$ cat src/rtl/crc_ser_pkg.sv
package crc_ser_pkg;

    typedef enum logic [1:0] {
        ST_IDLE  = 2'd0,
        ST_RUN   = 2'd1,
        ST_DRAIN = 2'd2,
        ST_DONE  = 2'd3
    } crc_state_e;

    typedef enum logic {
        MODE_GEN = 1'b0,
        MODE_CHK = 1'b1
    } crc_mode_e;

    // Controls passed from the sequencer to the division engine
    typedef struct packed {
        logic clr;
        logic step;
        logic drain;
    } eng_ctl_t;

    function automatic int unsigned cnt_width(input int unsigned w);
        return (w < 2) ? 1 : $clog2(w);
    endfunction

endpackage

$ cat src/rtl/crc_div_engine.sv
module crc_div_engine
    import crc_ser_pkg::*;
#(
    parameter int unsigned WIDTH = 16,
    parameter logic [WIDTH-1:0] POLY = 16'h8005
) (
    input  logic     clk,
    input  logic     rst,
    input  eng_ctl_t ctl_i,
    input  logic     bit_i,
    output logic     msb_o,
    output logic     step_zero_o
);

    logic [WIDTH-1:0] rem_q;
    logic [WIDTH-1:0] shifted;
    logic [WIDTH-1:0] stepped;
    logic             fb;

    assign fb      = rem_q[WIDTH-1] ^ bit_i;
    assign shifted = {rem_q[WIDTH-2:0], 1'b0};

    // An XOR gate exists only where the polynomial has a term
    for (genvar i = 0; i < WIDTH; i++) begin : g_tap
        if (POLY[i]) begin : g_xor
            assign stepped[i] = shifted[i] ^ fb;
        end else begin : g_wire
            assign stepped[i] = shifted[i];
        end
    end

    always_ff @(posedge clk) begin
        if (rst || ctl_i.clr) begin
            rem_q <= '0;
        end else if (ctl_i.step) begin
            rem_q <= stepped;
        end else if (ctl_i.drain) begin
            rem_q <= shifted;
        end
    end

    assign msb_o       = rem_q[WIDTH-1];
    assign step_zero_o = (stepped == '0);


    rem_idle_chk: assert property (@(posedge clk) disable iff (rst)
        (!ctl_i.clr && !ctl_i.step && !ctl_i.drain) |=> $stable(rem_q));

endmodule

$ cat src/rtl/crc_seq_ctrl.sv
module crc_seq_ctrl
    import crc_ser_pkg::*;
#(
    parameter int unsigned WIDTH = 16
) (
    input  logic     clk,
    input  logic     rst,
    input  logic     start_i,
    input  logic     mode_i,
    input  logic     bit_vld_i,
    input  logic     bit_last_i,
    input  logic     step_zero_i,
    output eng_ctl_t ctl_o,
    output logic     fcs_vld_o,
    output logic     done_o,
    output logic     err_o
);

    localparam int unsigned CW = cnt_width(WIDTH);
    localparam logic [CW-1:0] CNT_LAST = CW'(WIDTH - 1);

    crc_state_e      state_q;
    crc_mode_e       mode_q;
    logic [CW-1:0]   cnt_q;
    logic            err_q;
    logic            take_bit;

    assign take_bit = (state_q == ST_RUN) && bit_vld_i && !start_i;

    always_ff @(posedge clk) begin
        if (rst) begin
            state_q <= ST_IDLE;
            mode_q  <= MODE_GEN;
            cnt_q   <= '0;
            err_q   <= 1'b0;
        end else if (start_i) begin
            state_q <= ST_RUN;
            mode_q  <= crc_mode_e'(mode_i);
            cnt_q   <= '0;
            err_q   <= 1'b0;
        end else begin
            unique case (state_q)
                ST_RUN: begin
                    if (take_bit && bit_last_i) begin
                        if (mode_q == MODE_CHK) begin
                            state_q <= ST_DONE;
                            err_q   <= !step_zero_i;
                        end else begin
                            state_q <= ST_DRAIN;
                            cnt_q   <= '0;
                        end
                    end
                end
                ST_DRAIN: begin
                    if (cnt_q == CNT_LAST) begin
                        state_q <= ST_DONE;
                    end else begin
                        cnt_q <= cnt_q + 1'b1;
                    end
                end
                default: ;
            endcase
        end
    end

    always_comb begin
        ctl_o.clr   = start_i;
        ctl_o.step  = take_bit;
        ctl_o.drain = (state_q == ST_DRAIN) && !start_i;
    end

    assign fcs_vld_o = (state_q == ST_DRAIN);
    assign done_o    = (state_q == ST_DONE);
    assign err_o     = err_q;


    start_clear_chk: assert property (@(posedge clk) disable iff (rst)
        start_i |=> (!done_o && !fcs_vld_o));


    done_hold_chk: assert property (@(posedge clk) disable iff (rst)
        (done_o && !start_i) |=> (done_o && $stable(err_o)));


    drain_end_chk: assert property (@(posedge clk) disable iff (rst)
        (fcs_vld_o && cnt_q == CNT_LAST && !start_i) |=> (done_o && !err_o && !fcs_vld_o));


    err_only_done_chk: assert property (@(posedge clk) disable iff (rst)
        err_o |-> done_o);

endmodule

$ cat src/rtl/crc_serial_unit.sv
module crc_serial_unit
    import crc_ser_pkg::*;
#(
    parameter int unsigned WIDTH = 16,
    parameter logic [WIDTH-1:0] POLY = 16'h8005
) (
    input  logic clk,
    input  logic rst,
    input  logic start_i,
    input  logic mode_i,
    input  logic bit_vld_i,
    input  logic bit_i,
    input  logic bit_last_i,
    output logic fcs_vld_o,
    output logic fcs_bit_o,
    output logic done_o,
    output logic err_o
);

    eng_ctl_t ctl;
    logic     step_zero;
    logic     msb;

    crc_seq_ctrl #(
        .WIDTH (WIDTH)
    ) u_ctrl (
        .clk         (clk),
        .rst         (rst),
        .start_i     (start_i),
        .mode_i      (mode_i),
        .bit_vld_i   (bit_vld_i),
        .bit_last_i  (bit_last_i),
        .step_zero_i (step_zero),
        .ctl_o       (ctl),
        .fcs_vld_o   (fcs_vld_o),
        .done_o      (done_o),
        .err_o       (err_o)
    );

    crc_div_engine #(
        .WIDTH (WIDTH),
        .POLY  (POLY)
    ) u_engine (
        .clk         (clk),
        .rst         (rst),
        .ctl_i       (ctl),
        .bit_i       (bit_i),
        .msb_o       (msb),
        .step_zero_o (step_zero)
    );

    assign fcs_bit_o = msb;


    reset_quiet_chk: assert property (@(posedge clk)
        rst |=> (!done_o && !err_o && !fcs_vld_o));

endmodule

$ cat config.mk
export PLATFORM = sky130hd
export DESIGN_NAME = crc_serial_unit
export DESIGN_NICKNAME = d
export VERILOG_FILES = /design/src/rtl/crc_ser_pkg.sv /design/src/rtl/crc_div_engine.sv /design/src/rtl/crc_seq_ctrl.sv /design/src/rtl/crc_serial_unit.sv
export SDC_FILE = /design/constraint.sdc
export NUM_CORES = 1
export LEC_CHECK = 0
export CAP_MARGIN = 20
export CORE_MARGIN = 2
export CORE_UTILIZATION = 58
export CTS_BUF_LIST = sky130_fd_sc_hd__clkbuf_8 sky130_fd_sc_hd__clkbuf_16
export CTS_CLUSTER_SIZE = 10
export DETAILED_ROUTE_END_ITERATION = 7
export MAX_ROUTING_LAYER = met4
export PLACE_DENSITY = 0.81
export SLEW_MARGIN = 15
export SYNTH_ARGS = -nofsm -noshare
export SYNTH_HDL_FRONTEND = slang
export SYNTH_SLANG_ARGS = --single-unit
export TNS_END_PERCENT = 20
$ cat constraint.sdc
create_clock -name clk -period 3.7 [get_ports clk]
set_input_delay 0.74 -clock clk [delete_from_list [all_inputs] [get_ports clk]]
set_output_delay 0.74 -clock clk [all_outputs]
set_load 0.01 [all_outputs]
==> results.txt, run 1 <==
----------------------------------------------------
[Status]
  Run status ... finished clean

[Worst setup path]
  Class of the most critical setup path ... reg2out
  Family with the most delay on the worst path ... buffers and inverters
  Maximum fanout count along the critical path ... 9
  Worst Path Arrival ... 1.64 ns
  Number of logic stages on the critical path including buffering ... 3
  Delay of the slowest critical-path stage ... approximately 0.60 ns
  Crit path launch type ... register
  Cell depth of the worst flop-to-flop path ... 6
  Buffering stage count on the worst path with inverters included ... 2
  CP Capture Type ... output pin
  Required arrival time at the worst endpoint ... 2.96 ns
  Worst-path cell with the longest stage delay ... sky130_fd_sc_hd__clkdlybuf4s50_1
  CP Cell Sequence ... inv_1 > ha_1 > clkdlybuf4s50_1

[Timing]
  Unrepaired setup endpoints after global routing ... no
  Period minus WS final ... 2.38 ns
  Final TNS setup ... 0 ns
  Final setup viols ... 0
  Final Skew ... 0.00298 ns
  Final Hold Violating Endpoints ... 0
  Normalized max-slew margin ... 0.587
  Share of the clock period used by the worst path after layout ... 0.643
  Max Fclk ... 420 MHz
  Final max-slew violation count ... 0
  Transition time at the pin with the least slew margin ... 0.619 ns

[Die]
  Ports ... 11
  Width of the chip ... 47.4 um
  Chip height ... 47.4 um
  Standard cell core area ... about 0.0017 mm2
  Number of placement rows ... 15
  Die Area ... 0.00224 mm2
  Effective utilization at floorplan ... 0.625

[Clocking]
  Buffers from clock root to sink, at most ... 2
  Number of hold-repair buffers added at the cts stage ... 0
  Post-CTS sizing ... 0
  TritonCTS Sinks ... 24
  Post-CTS clock slew at the launch and capture registers of the worst setup and hold paths ... 0.08 ns
  Count of H-tree levels built during CTS ... 1
  TritonCTS clock tree ... done
  Post CTS Setup Buffer Count ... 0
  CTS Root Cell ... sky130_fd_sc_hd__clkbuf_8
  Source-to-sink clock delay at the later pin of the worst-skew pair ... 0.26 ns
  Total CTS buffers ... 3

[Worst hold path]
  Path class of the lowest-slack min-delay path ... reg2reg
  Number of instances on the worst hold path ... 2

[Drt]
  Routed Antenna Nets ... 0
  Number of vias per cell ... 5.47
  DRC Markers ... 0
  Iteration-0 DRC Markers ... 26
  Final wirelength ... 1.98 mm
  Wire length per cell ... 12.0 um
  Via count ... 903
  TritonRoute pass-1 iters ... 4

[Logic synthesis]
  Cells after synthesis ... 131
  Syn avg cell area ... 8.33 um2
  Total of warnings raised by yosys ... 0
  Post-synth cell types ... 29
  Synthesized netlist net count ... ~140
  Combined area of all synthesized cells ... 0.00109 mm2
  Yosys reg bits ... 24
  Proportion of synthesized chip area in sequential cells ... 0.440

[Global route]
  Most crowded layer after global routing ... met2
  GR Layer Usage met2 ... 0.338
  Met1 usage ... 0.231
  Vias in the first global route ... 772
  Met3 usage ... 0.0615
  Number of antenna violations at the first check in global routing ... 0
  Remaining global-route overflow ... 0
  Maximum number of pins on one net before global-route repair ... 22
  Wire length of the first global-routing pass ... 3.10 mm
  Global Route Usage Sum ... 0.206

[Final layout]
  N_diodes ... 0
  Fraction of layout instances using a drive strength above 1 ... 0.0643
  Layout area overhead ... 16.3%
  Number of nets in the final layout ... 152

[Place]
  Hpwl dp ... 1.41 mm
  Count of buffers inserted at the top-level ports ... 10
  Routability-driven placement congestion ratio ... about 0.8

[Power and ir drop]
  Overall power of the completed layout ... about 540 uW
  Highest ir drop seen on vdd ... ~0.28 mV
  Power density normalized to cell area ... roughly 430 mW/mm2
  Leakage power of the design ... 0.000439 uW

[Run]
  Max-cap violations ... 0

----------------------------------------------------
==> worst min-delay path, cell delays in order, from the launching register on <==
cell and delay, ns:
sky130_fd_sc_hd__dfxtp_1 0.33, sky130_fd_sc_hd__nand2_1 0.06, sky130_fd_sc_hd__a21oi_1 0.05
==> layer usage <==
layer,wire (um),vias to the layer above
li1,-,469
met1,926,419
met2,987,13
met3,53,2
met4,11,0
met5,0,-
==> final timing paths <==
| kind | to | slack [ns] | startpoint |
|---|---|---|---|
| max | fcs_vld_o | 1.32 | u_ctrl.state_q[0] |
| min | u_engine.rem_q[13] | 0.48 | u_engine.rem_q[12] |
| max reg2reg | u_ctrl.cnt_q[3] | 1.88 | u_ctrl.state_q[0] |
| min reg2reg | u_engine.rem_q[13] | 0.48 | u_engine.rem_q[12] |
==> layout by cell type (no fill, tap or decap) <==
master / netlist / final
sky130_fd_sc_hd__ha_1: 4 / 4
sky130_fd_sc_hd__a21oi_1: 18 / 18
sky130_fd_sc_hd__nor2_1: 8 / 8
sky130_fd_sc_hd__nor3_1: 4 / 4
sky130_fd_sc_hd__or2_1: 1 / 1
sky130_fd_sc_hd__clkdlybuf4s50_1: 0 / 10
sky130_fd_sc_hd__buf_4: 0 / 1
sky130_fd_sc_hd__clkbuf_8: 0 / 3
sky130_fd_sc_hd__nor2b_1: 1 / 1
sky130_fd_sc_hd__inv_1: 2 / 2
sky130_fd_sc_hd__nor2_2: 1 / 1
sky130_fd_sc_hd__mux2i_1: 5 / 5
sky130_fd_sc_hd__and4_1: 1 / 1
sky130_fd_sc_hd__nand2_1: 32 / 32
sky130_fd_sc_hd__nor4_1: 3 / 3
sky130_fd_sc_hd__nand4b_1: 1 / 1
sky130_fd_sc_hd__nor3_2: 1 / 1
sky130_fd_sc_hd__bufinv_16: 0 / 1
sky130_fd_sc_hd__xnor2_1: 3 / 3
sky130_fd_sc_hd__nand4bb_1: 1 / 1
sky130_fd_sc_hd__a211oi_2: 1 / 1
sky130_fd_sc_hd__and4b_1: 1 / 1
sky130_fd_sc_hd__a22oi_1: 1 / 1
sky130_fd_sc_hd__dfxtp_1: 24 / 24
sky130_fd_sc_hd__nand2b_1: 3 / 3
sky130_fd_sc_hd__a211oi_1: 4 / 4
sky130_fd_sc_hd__nand4_1: 1 / 1
sky130_fd_sc_hd__or2_2: 1 / 1
sky130_fd_sc_hd__nand3_1: 2 / 2
sky130_fd_sc_hd__and2_1: 1 / 1
==> cells by family after synthesis <==
kind of cell             count (synthesis)  share of synthesized area
AO/OA/AOI/OAI                           24                      0.128
XOR/XNOR                                 3                     0.0241
adder cells (fa/ha/maj)                  4                     0.0459
buffers and inverters                    8                     0.0367
flip-flops                              24                      0.440
multiplexers                             5                     0.0459
AND/OR/NAND/NOR                         63                      0.279
==> stage by stage <==
step | cell area [um2] | cells | setup WS [ns] | hold slack [ns] | utilization
after floorplan | 1090 | 131 | 1.91 | 0.445 | -
after global placement | 1200 | 161 | 1.30 | 0.454 | 0.686
after detailed placement | 1200 | 161 | 1.24 | 0.461 | 0.686
after CTS | 1270 | 165 | 1.32 | 0.473 | 0.727
after global routing | 1270 | 165 | 1.24 | 0.492 | 0.727
final | 1270 | 165 | 1.32 | 0.477 | 0.727
==> flip-flops by register name (all words and copies together), names as in the netlist <==
register / flops
u_ctrl.cnt_q: 4
u_ctrl.mode_q: 1
u_ctrl.err_o: 1
u_engine.rem_q: 16
u_ctrl.state_q: 2
==> synth_stat cells, drive strengths merged <==
| cell type | count | area, um2 |
|---|---|---|
| a211oi | 5 | 42.5 |
| and2 | 1 | 6.26 |
| nor2b | 1 | 6.26 |
| and4 | 1 | 8.76 |
| clkbuf | 3 | 11.3 |
| nand2b | 3 | 18.8 |
| nand3 | 2 | 10.0 |
| nor4 | 3 | 18.8 |
| mux2i | 5 | 50.1 |
| nor3 | 5 | 30.0 |
| and4b | 1 | 10.0 |
| nand4b | 1 | 8.76 |
| a22oi | 1 | 7.51 |
| nor2 | 9 | 36.3 |
| dfxtp | 24 | 480 |
| or2 | 2 | 12.5 |
| nand4bb | 1 | 11.3 |
| nand4 | 1 | 6.26 |
| inv | 2 | 7.51 |
| nand2 | 32 | 120 |
| a21oi | 18 | 90.1 |
| ha | 4 | 50.1 |
| xnor2 | 3 | 26.3 |
| buf | 3 | 21.3 |
==> area by class of cell <==
cell class	count	area [um2]
clock inverters	1	30.0
flip-flops and latches	24	480
inverters	2	7.51
repair buffers	11	108
clock buffers	3	41.3
fillers	138	477
multi-input cells	99	571
well taps	25	31.3
==> report_power, final <==
group / total, uW / switching (uW) / internal [uW]
clock: 225 / 80.7 / 144
combinational: 52.8 / 30.2 / 22.6
sequential: 266 / 4.14 / 262
total: 544 / 115 / 429
No activity file was read; power rests on OpenSTA's default activity.
==> run 2: changes to the inputs <==
- CORE_UTILIZATION: 58 -> 54
- PLACE_DENSITY: 0.81 -> 0.76
- clock period: 3.7 -> 2.2 ns (I/O delays scaled with it)
==> results.txt, run 2 (same netlist as run 1, synthesis figures left out) <==
----------------------------------------------------
[Status]
  Run status ... finished clean

[Worst setup path]
  Crit path launch type ... register
  Worst Path Arrival ... about 1.6 ns
  CP Cell Sequence ... inv_1 > ha_1 > clkdlybuf4s50_1
  CP Capture Type ... output pin
  Class of the most critical setup path ... reg2out
  Delay of the slowest critical-path stage ... 0.60 ns
  Worst-path cell with the longest stage delay ... sky130_fd_sc_hd__clkdlybuf4s50_1
  Required arrival time at the worst endpoint ... 1.76 ns
  Maximum fanout count along the critical path ... 9

[Final layout]
  Registers with the most flip-flops ... u_engine.rem_q (16), u_ctrl.cnt_q (4), u_ctrl.state_q (2)
  Number of nets in the final layout ... 154
  Layout area overhead ... 17.9%
  Largest register FFs ... 16
  Register bank with the most flops ... u_engine.rem_q
  Commonest cells after routing, fill and taps aside ... 32 x sky130_fd_sc_hd__nand2_1, 24 x sky130_fd_sc_hd__dfxtp_1, 18 x sky130_fd_sc_hd__a21oi_1
  Final design area excluding fillers ... around 0.0013 mm2
  Commonest non-fill, non-tap cell in the layout ... sky130_fd_sc_hd__nand2_1
  Post-route non-filler standard cell count ... 169
  N_diodes ... 0
  Fraction of layout instances using a drive strength above 1 ... 0.0775
  Fillers ... 184
  Utilization after layout ... 0.662

[Clocking]
  Number of hold-repair buffers added at the cts stage ... 0
  CTS Root Cell ... sky130_fd_sc_hd__clkbuf_8
  Buffers from clock root to sink, at most ... 2
  Count of H-tree levels built during CTS ... 1
  Post-CTS sizing ... 0
  Total CTS buffers ... 3
  Post CTS Setup Buffer Count ... 0
  Source-to-sink clock delay at the later pin of the worst-skew pair ... ~0.26 ns
  TritonCTS clock tree ... done
  TritonCTS Sinks ... 24
  Post-CTS clock slew at the launch and capture registers of the worst setup and hold paths ... around 0.080 ns

[Timing]
  Period minus WS final ... around 2.1 ns
  Final setup viols ... 0
  Final Skew ... 0.00196 ns
  Transition time at the pin with the least slew margin ... approximately 0.35 ns
  Share of the clock period used by the worst path after layout ... 0.940
  Final max-slew violation count ... 0
  Normalized max-slew margin ... 0.768
  Final Hold Violating Endpoints ... 0
  Final TNS setup ... 0 ns
  Max Fclk ... 484 MHz
  Unrepaired setup endpoints after global routing ... no

[Die]
  Effective utilization at floorplan ... 0.562
  Width of the chip ... ~50 um
  Ports ... 11
  Chip height ... roughly 49 um
  Number of placement rows ... 16
  Standard cell core area ... 0.00194 mm2
  Die Area ... 0.00240 mm2

[Place]
  Hpwl dp ... 1.50 mm
  Standard cell area after detailed placement ... 0.00121 mm2
  Routability-driven placement congestion ratio ... 0.860
  Count of buffers inserted at the top-level ports ... 10
  Placed insts ... 165

[Global route]
  Remaining global-route overflow ... 0
  Number of antenna violations at the first check in global routing ... 0
  Maximum number of pins on one net before global-route repair ... 21
  Global Route Usage Sum ... 0.188
  Vias in the first global route ... approximately 840
  Wire length of the first global-routing pass ... approximately 3.4 mm

[Drt]
  DRC Markers ... 0
  Number of vias per cell ... 5.41
  Wire length per cell ... approximately 13 um
  Iteration-0 DRC Markers ... 19
  TritonRoute pass-1 iters ... 6
  Routed Antenna Nets ... 0
  Via count ... 914
  Final wirelength ... 2.16 mm

[Run]
  Max-cap violations ... 0

[Power and ir drop]
  Highest ir drop seen on vdd ... 0.708 mV
  Power density normalized to cell area ... 715 mW/mm2
  Leakage power of the design ... about 0.00045 uW

[Worst hold path]
  Path class of the lowest-slack min-delay path ... reg2reg

----------------------------------------------------
-- run 2: cell types whose count changed in the layout (fill, tap and decap cells not counted) --
cell,change
sky130_fd_sc_hd__buf_4,+2
-- run 2: report_power, final --
group,switching (uW),internal [uW]
combinational,51.6,40.5
sequential,6.74,440
clock,138,243
-- run 2: final timing paths --
path | from | endpoint | slack [ns] | cells after the start
worst max-delay path | u_ctrl.state_q[0] | fcs_vld_o | 0.13 | 3
worst min register to register | u_engine.rem_q[3] | u_engine.rem_q[4] | 0.47 | 2
worst max register to register | u_ctrl.state_q[0] | u_ctrl.cnt_q[3] | 0.38 | 6
worst min-delay path | u_engine.rem_q[3] | u_engine.rem_q[4] | 0.47 | 2
-- run 2: layout make-up --
cell class / count / area, um2 / area share
Clock inverter: 1 / 30.0 / 0.0233
Sequential cell: 24 / 480 / 0.374
Tap cell: 27 / 33.8 / 0.0263
Timing Repair Buffer: 13 / 123 / 0.0953
Clock buffer: 3 / 41.3 / 0.0321
Inverter: 2 / 7.51 / 0.00584
Multi-Input combinational cell: 99 / 571 / 0.444
-- run 2: critical path, delay by kind of cell (launching register included) --
family	cells	cell delay (ns)
adder cells (fa/ha/maj)	1	0.32
flip-flops	1	0.37
buffers and inverters	2	0.67
-- run 2: stage by stage --
stage          total power, uW  hold slack (ns)  setup WS, ns
5_1_grt                    946            0.498        0.0601
3_5_place_dp               548            0.465         0.233
6_report                   920            0.475         0.132
2_1_floorplan              519            0.445         0.550
4_1_cts                    922            0.477         0.125
3_3_place_gp               546            0.454         0.273
-- run 2: metal layers --
metal,global-route usage,part of all wire,vias up
li1,-,-,467
met1,0.225,0.48,430
met2,0.313,0.48,15
met3,0.0675,0.038,2
met4,0.0238,0.0032,0
met5,-,0,-
